[src/rtl/el_pump_drv.sv]
module el_pump_drv (
  input  logic       clk,
  input  logic       rst_n,
  input  logic       cfg_wr,
  input  logic [9:0] cfg_in,
  input  logic       light_on,
  input  logic       light_off,
  input  logic       alt_clk,
  input  logic       ph0,
  input  logic [3:0] ph_tap,
  output logic       elp,
  output logic       elc,
  output logic       lit,
  output logic       halt_req
);

  typedef enum logic [1:0] {S_OFF, S_START, S_RUN, S_STOP} st_t;

  st_t        st;
  logic [9:0] pend;
  logic       p_go;

  always_ff @(posedge clk)
    if (!rst_n)      pend <= '0;
    else if (cfg_wr) pend <= cfg_in;

  // polarity clock channel
  logic [1:0] c_tap, c_duty, c_ph, c_last, c_idx;
  logic       c_src, c_src_q, c_fall, c_en, c_raw;

  assign c_idx  = ~c_tap;
  assign c_src  = ph_tap[c_idx];
  assign c_last = ~c_duty;
  assign c_fall = c_src_q & ~c_src;
  assign c_en   = (st != S_OFF);
  assign c_raw  = c_en & c_src & (c_ph == 2'd0);

  always_ff @(posedge clk)
    if (!rst_n) begin
      c_src_q <= 1'b0;
      c_ph    <= '0;
      c_tap   <= '0;
      c_duty  <= '0;
    end else begin
      c_src_q <= c_src;
      if (!c_en) begin
        c_ph   <= '0;
        c_tap  <= pend[5:4];
        c_duty <= pend[3:2];
      end else if (c_fall) begin
        if (c_ph == c_last) begin
          c_ph   <= '0;
          c_tap  <= pend[5:4];
          c_duty <= pend[3:2];
        end else begin
          c_ph <= c_ph + 2'd1;
        end
      end
    end

  // pump clock channel
  logic       p_alt, p_base, p_base_q, p_src, p_src_q, p_fall;
  logic [1:0] p_div, p_duty, p_ph, p_last;
  logic [2:0] dcnt;

  assign p_base = p_alt ? alt_clk : ph0;
  assign p_last = ~p_duty;
  assign p_fall = p_src_q & ~p_src;

  always_comb
    case (p_div)
      2'b00:   p_src = p_base;
      2'b01:   p_src = dcnt[0];
      2'b10:   p_src = dcnt[1];
      default: p_src = dcnt[2];
    endcase

  always_ff @(posedge clk)
    if (!rst_n) begin
      p_base_q <= 1'b0;
      p_src_q  <= 1'b0;
      dcnt     <= '0;
      p_ph     <= '0;
      p_alt    <= 1'b0;
      p_div    <= '0;
      p_duty   <= '0;
    end else begin
      p_base_q <= p_base;
      p_src_q  <= p_src;
      if (p_base && !p_base_q) dcnt <= dcnt + 3'd1;
      if (!p_go) begin
        p_ph   <= '0;
        p_alt  <= pend[8];
        p_div  <= pend[7:6];
        p_duty <= pend[1:0];
      end else if (p_fall) begin
        if (p_ph == p_last) begin
          p_ph   <= '0;
          p_alt  <= pend[8];
          p_div  <= pend[7:6];
          p_duty <= pend[1:0];
        end else begin
          p_ph <= p_ph + 2'd1;
        end
      end
    end

  // sequencing
  logic stop_done;
  assign stop_done = (st == S_STOP) & elc & ~c_raw;
  assign lit = (st != S_OFF);

  always_ff @(posedge clk)
    if (!rst_n) begin
      st       <= S_OFF;
      p_go     <= 1'b0;
      elc      <= 1'b0;
      elp      <= 1'b0;
      halt_req <= 1'b0;
    end else begin
      elc      <= c_raw;
      elp      <= p_go & p_src & (p_ph == 2'd0) & ~stop_done;
      halt_req <= stop_done & pend[9];
      if (stop_done)                    p_go <= 1'b0;
      else if (st == S_START && elc)    p_go <= 1'b1;
      case (st)
        S_OFF:   if (light_on && !light_off) st <= S_START;
        S_START: if (light_off) st <= S_STOP;
                 else if (elc)  st <= S_RUN;
        S_RUN:   if (light_off) st <= S_STOP;
        S_STOP:  if (stop_done) st <= S_OFF;
                 else if (light_on && !light_off) st <= p_go ? S_RUN : S_START;
        default: st <= S_OFF;
      endcase
    end


  dark_quiet_chk: assert property (@(posedge clk) disable iff (!rst_n)
    !lit |-> (!elp && !elc));


  phase_bound_chk: assert property (@(posedge clk) disable iff (!rst_n)
    (c_ph <= c_last) && (p_ph <= p_last));


  pump_late_chk: assert property (@(posedge clk) disable iff (!rst_n)
    $rose(lit) |-> !elp);


  stop_edge_chk: assert property (@(posedge clk) disable iff (!rst_n)
    $fell(lit) |-> ($fell(elc) && !elp));


  halt_pulse_chk: assert property (@(posedge clk) disable iff (!rst_n)
    halt_req |-> $fell(lit));

endmodule

[config.mk]
export PLATFORM = sky130hd
export DESIGN_NAME = el_pump_drv
export DESIGN_NICKNAME = d
export VERILOG_FILES = /design/src/rtl/el_pump_drv.sv
export SDC_FILE = /design/constraint.sdc
export NUM_CORES = 1
export LEC_CHECK = 0
export ABC_AREA = 1
export BUFFER_PORTS_ARGS = -buffer_cell sky130_fd_sc_hd__buf_4
export CAP_MARGIN = 15
export CORE_MARGIN = 8
export CORE_UTILIZATION = 40
export DETAILED_ROUTE_END_ITERATION = 7
export GPL_ROUTABILITY_DRIVEN = 0
export GPL_TIMING_DRIVEN = 0
export PLACE_DENSITY = 0.63
export SETUP_SLACK_MARGIN = 0.15
export SLEW_MARGIN = 30
export SYNTH_ARGS = -nofsm -noshare
export SYNTH_HDL_FRONTEND = slang
export SYNTH_SLANG_ARGS = --single-unit
[constraint.sdc]
create_clock -name clk -period 2.1 [get_ports clk]
set_clock_uncertainty 0.2 [all_clocks]
set_input_delay 0.42 -clock clk [delete_from_list [all_inputs] [get_ports clk]]
set_output_delay 0.42 -clock clk [all_outputs]
set_load 0.1 [all_outputs]
# Word level (Yosys, flattened, before mapping)
# Cells that the tools add are included.
totals:
  register_bits: 35
  latch_bits: 0
  memories: 0
  wordCells: 99
  rom_bits: 0
  out_inout_bits: 4
  ramBits: 0
classes:
  n_mul: 0
  n_mux: 29
  addsub: 3
  div_mod_pow: 0
  reduce_logical: 16
  n_lt_le_gt_ge: 1
  n_eq_ne: 15
  bitwise: 18
  n_shift: 0
ops:
  columns: ["op", "count"]
  rows:
  - ["$mux W2", 21]
  - ["$and A1 B1 Y1", 10]
  - ["$logic_not A2 Y1", 4]
  - ["$pmux W2 S4", 1]
  - ["$reduce_and A2 Y1", 4]
  - ["$eq A2 B2 Y1 const B", 3]
  - ["$ne A2 B1 Y1 const B", 3]
  - ["$ne A2 B2 Y1 const B", 3]
  - ["$not A2 Y2", 3]
  - ["$mux W1", 5]
  - ["$not A1 Y1", 5]
  - ["$add A2 B1 Y2 const B", 2]
  - ["$eq A2 B1 Y1 const B", 2]
  - ["$eq A2 B2 Y1", 2]
  - ["$reduce_and A4 Y1", 1]
  - ["$add A3 B1 Y3 const B", 1]
  - ["$logic_and A1 B1 Y1", 3]
  - ["$lt A2 B3 Y1 const B", 1]
  - ["$ne A3 B2 Y1 const B", 1]
  - ["$ne A3 B3 Y1 const B", 1]
  - ["$pmux W1 S3", 1]
  - ["$bmux W1 S2", 1]
  - ["$logic_not A1 Y1", 2]
  - ["$reduce_bool A2 Y1", 1]
  - ["$reduce_or A2 Y1", 1]

# Longest topological paths before layout
depth:
  ltp_word: 9
  mapped_depth: 12
  mapped_depth_nobuf: 12

# Least setup slack after synthesis
# Ideal clock, no wire load.
synth_path:
  path_kind: "reg-to-reg"
  from: "register st[0]"
  to: "register st[0]"
  path_stages_with_launch: 8
  period_less_slack_ns: 2.002
  arrival_ns: 1.689
  slack_ns: 0.098
  cell_sequence: "dfxtp_1 nor2_2 inv_1 o2111ai_1 nand3_2 nand2_1 nand2_1 nor2_1"
synth_between:
  elab_chain_cells: 7
  word_cells_on_any_way: 17
synth_lines:
  columns: ["item", "line", "text"]
  rows:
  - ["start, declared", "19", "st_t st;"]
  - ["start signal, assigned", "132", "else if (light_on && !light_off) st <= p_go ? S_RUN : S_START;"]
  - ["$reduce_bool A2 Y1 *", null, null]
  - ["via lit", "13", "output logic lit,"]
  - ["$and A1 B1 Y1 * (2 in a row)", "36", "assign c_raw = c_en & c_src & (c_ph == 2'd0);"]
  - ["$not A1 Y1 *", "110", "assign stop_done = (st == S_STOP) & elc & ~c_raw;"]
  - ["$and A1 B1 Y1 *", "110", null]
  - ["$ne A3 B2 Y1 (no source line) or $mux W2 (tied branches)", null, null]
  - ["$reduce_and A4 Y1 (no source line) or $pmux W2 S4 (tied branches)", null, null]
# The timed path passes the listed nets; every way through them passes the cells marked *.
# A chain may end at the register's enable or synchronous reset.

# Worst setup path after layout
layout_path:
  from: "register st[0]"
  to: "output lit"
layout_between:
  elab_chain_cells: 1
layout_lines:
  columns: ["item", "line", "text"]
  rows:
  - ["$reduce_bool A2 Y1", "111", "assign lit = (st != S_OFF);"]
  - ["end, declared", "13", null]
# Every way passes these cells.

==> flow_metrics.py <==
metrics = {
    "sta": {
        "setup_tns_ns": 0,
        "rsz0062_at_grt": "no",
        "worst_hold_slack_ns": 0.1567,
        "fin_crit_sh_pct": 86.98,
        "max_freq_ghz": 0.5475,
        "finalSetupViolCount": 0,
        "min_period_ns": 1.827,
        "max_slew_margin_pct": 68.51,
        "finalHoldViolCount": 0,
        "slew_viol_final": 0,
        "tightest_slew_ns": 0.4724,
        "fin_ws_ns": 0.2733,
    },
    "worst_setup_path": {
        "worstPathCellList": "nor2_2, clkinvlp_4, buf_4",
        "rrSetupSlack_ns": 0.50,
        "cp_top_family": "buffers and inverters",
        "cp_slowest_cell": "dfxtp_1",
        "cp.arrival_ns": 1.21,
        "reg2reg_to": "st[1]",
        "critPathCaptureType": "output pin",
        "max_stage_delay_ns": 0.35,
        "startpoint_type": "register",
        "reg2reg_depth": 12,
        "crit_type": "register to output pin",
        "cp.required_ns": 1.48,
        "path_max_fanout": 4,
        "cp_num_buf_inv": 2,
        "r2r-start": "c_ph[0]",
    },
    "grt": {
        "grtUsageMet1_pct": 14.12,
        "busiest_layer": "met2",
        "grt_max_degree": 12,
        "grt_remaining_overflow": 0,
        "met2_usage_pct": 15.71,
        "grt_antenna_before_repair": 0,
        "met3_usage_pct": 3.917,
        "grt_pass1_vias": 1273,
        "grt_pass1_wl_um": 5457,
        "grt_usage_pct": 10.85,
    },
    "yosys": {
        "synth_warnings": 0,
        "ys_seq_elements": 35,
        "syn_area_per_cell_um2": 7.526,
        "synth_nets": 226,
        "yosysSeqAreaShare_pct": 46.09,
        "synth_cells": 202,
        "syn_area_um2": 1520,
        "synth.distinct_cells": 25,
    },
    "clock_network": {
        "cts_resized": 0,
        "cts_hold_buf": 0,
        "insertion_delay_ns": 0.28,
        "cts_root_buffer": "clkbuf_8",
        "cts_buffers": 5,
        "cts.sinks": 35,
        "htreeDepth": 2,
        "cts_tree": "yes",
        "clk_pin_slew_ns": 0.07,
        "clockBufferDepth": 2,
    },
    "floorplan": {
        "die_w_um": 77.65,
        "coreArea_um2": 3661,
        "die_h_um": 77.65,
        "dieArea_um2": 6030,
        "io_pins": 25,
        "row_count": 22,
        "start_util_pct": 41.52,
    },
    "placed_design": {
        "pre_cts_slack_ns": 0.3251,
        "io_buffer_count": 24,
        "hpwl_um": 2251,
    },
    "pwr": {
        "p_int_w": 0.001238,
        "seq_power_share_pct": 41.1,
        "clkPwrFrac_pct": 22.5,
        "swShare_pct": 39.27,
        "p_sw_w": 0.0008005,
        "ir_worst_vdd_v": 0.0006823,
        "comb_power_share_pct": 36.4,
        "power.density_nw_per_um2": 1097,
        "p_leak_nw": 0.8412,
    },
    "routing": {
        "drtIter0Drc": 47,
        "postRouteAntennaNets": 0,
        "vias": 1291,
        "wl_per_cell_um": 10.11,
        "drt-total-wl_um": 2861,
        "route.detailed.drc": 0,
        "drt-pass1-iter-count": 4,
        "avgViaCountPerCell": 4.562,
    },
    "layout": {
        "area_delta_synth_final_pct": 22.22,
        "largest_reg_flops": 10,
        "final_nets": 258,
        "final_common_cell": "nand2_1",
        "layout_common_cells": "37 x nand2_1, 34 x dfxtp_1, 25 x inv_1, 25 x buf_4, 24 x nor2_1",
        "top_register": "pend",
        "drive_gt1_share_pct": 20.00,
        "fin_util_pct": 50.75,
        "n_antenna_cell": 0,
        "top_regs": "pend (10), dcnt (3)",
    },
    "run_status": {
        "outcome": "finished clean",
    },
    "job": {
        "drv_cap": 0,
    },
    "min_path": {
        "hp-start": "cfg_in[8]",
        "min_to": "pend[8]",
        "hold_path_depth": 3,
        "worstHoldPathType": "input port to register",
    },
}
-- synth_stat cells --
master     number  area [um2]
a211oi_1        3       22.52
a21oi_1        19       95.09
a22oi_1         1       7.510
buf_2           1       5.000
clkbuf_1        2       7.510
clkbuf_2        1       5.000
clkinv_2        1       5.000
dfxtp_1        35       700.7
ha_1            3       37.54
inv_1          26       97.59
nand2_1        37       138.9
nand2_2         4       25.02
nand2_4         1       11.26
nand3_1        11       55.05
nand3_2         3       30.03
nand3_4         1       17.52
nand4_1         1       6.260
nor2_1         24       90.09
nor2_2          1       6.260
nor3_1          2       10.01
o2111ai_1       1       8.760
o211ai_1        1       7.510
o21ai_0        14       70.07
o21ai_1         5       25.02
xor2_1          4       35.03
-- worst register-to-register path, stage by stage (launching register included) --
cell and delay (ns):
dfxtp_1 0.36, inv_1 0.07, ha_1 0.20, inv_1 0.05, nor2_1 0.04, nand3_1 0.13, nand2_2 0.10, nand2_1 0.09
nand2_1 0.05, nand2_1 0.05, nand3_1 0.07, nand2_1 0.06, nor2_1 0.04
-- worst max-delay path by stage --
stage	start	endpoint	slack [ns]	depth (start not counted)
5_1_grt	st[0]	lit	0.20	3
2_1_floorplan	st[0]	st[0]	0.20	6
3_3_place_gp	alt_clk	p_duty[1]	0.34	9
6_report	st[0]	lit	0.27	3
4_1_cts	st[0]	lit	0.25	3
3_5_place_dp	alt_clk	p_duty[1]	0.33	9
-- stage by stage --
stage | power, W | cells | cell area [um2]
floorplan | 0.001423 | 202 | 1525
global placement | 0.001576 | 274 | 1765
detailed placement | 0.001581 | 274 | 1765
CTS | 0.002068 | 283 | 1858
global route | 0.002210 | 283 | 1858
finish | 0.002039 | 283 | 1858
-- area by class of cell --
class | count | area (um2)
tap | 48 | 60.06
clock inverter | 2 | 12.51
sequential | 35 | 701.9
multi-input combinational | 136 | 699.4
fill | 390 | 1803
clock buffer | 6 | 72.57
timing repair buffer | 25 | 187.7
buffer | 4 | 17.52
inverter | 27 | 106.4
-- power groups by stage --
stage	combinational (W)	clock [W]	sequential [W]
floorplan	0.000537	0	0.000886
global placement	0.000726	0	0.000850
detailed placement	0.000729	0	0.000852
CTS	0.000751	0.000479	0.000838
global route	0.000838	0.000519	0.000854
finish	0.000741	0.000460	0.000838
-- timing repair --
item                                   4_1_cts  5_1_grt
endpoints found under the hold margin        0        0
setup buffers                                1        0
setup endpoints to repair                    1        0
-- routing by layer --
layer,share of wire [%],vias to the layer above,wire length [um]
li1,-,716,-
met1,51,544,1469
met2,42,26,1197
met3,5.0,5,143
met4,1.8,0,51
met5,0,-,0
-- cells by family (layout without fill, tap and decap cells) --
kind of cell / count (synthesis) / after routing / synth area share [%]
AO/OA/AOI/OAI: 44 / 44 / 15.56
XOR/XNOR: 4 / 4 / 2.304
adder cells (fa/ha/maj): 3 / 3 / 2.469
buffers and inverters: 31 / 64 / 7.900
flip-flops: 35 / 35 / 46.09
AND/OR/NAND/NOR: 85 / 85 / 25.68
No activity file was read; power rests on OpenSTA's default activity.
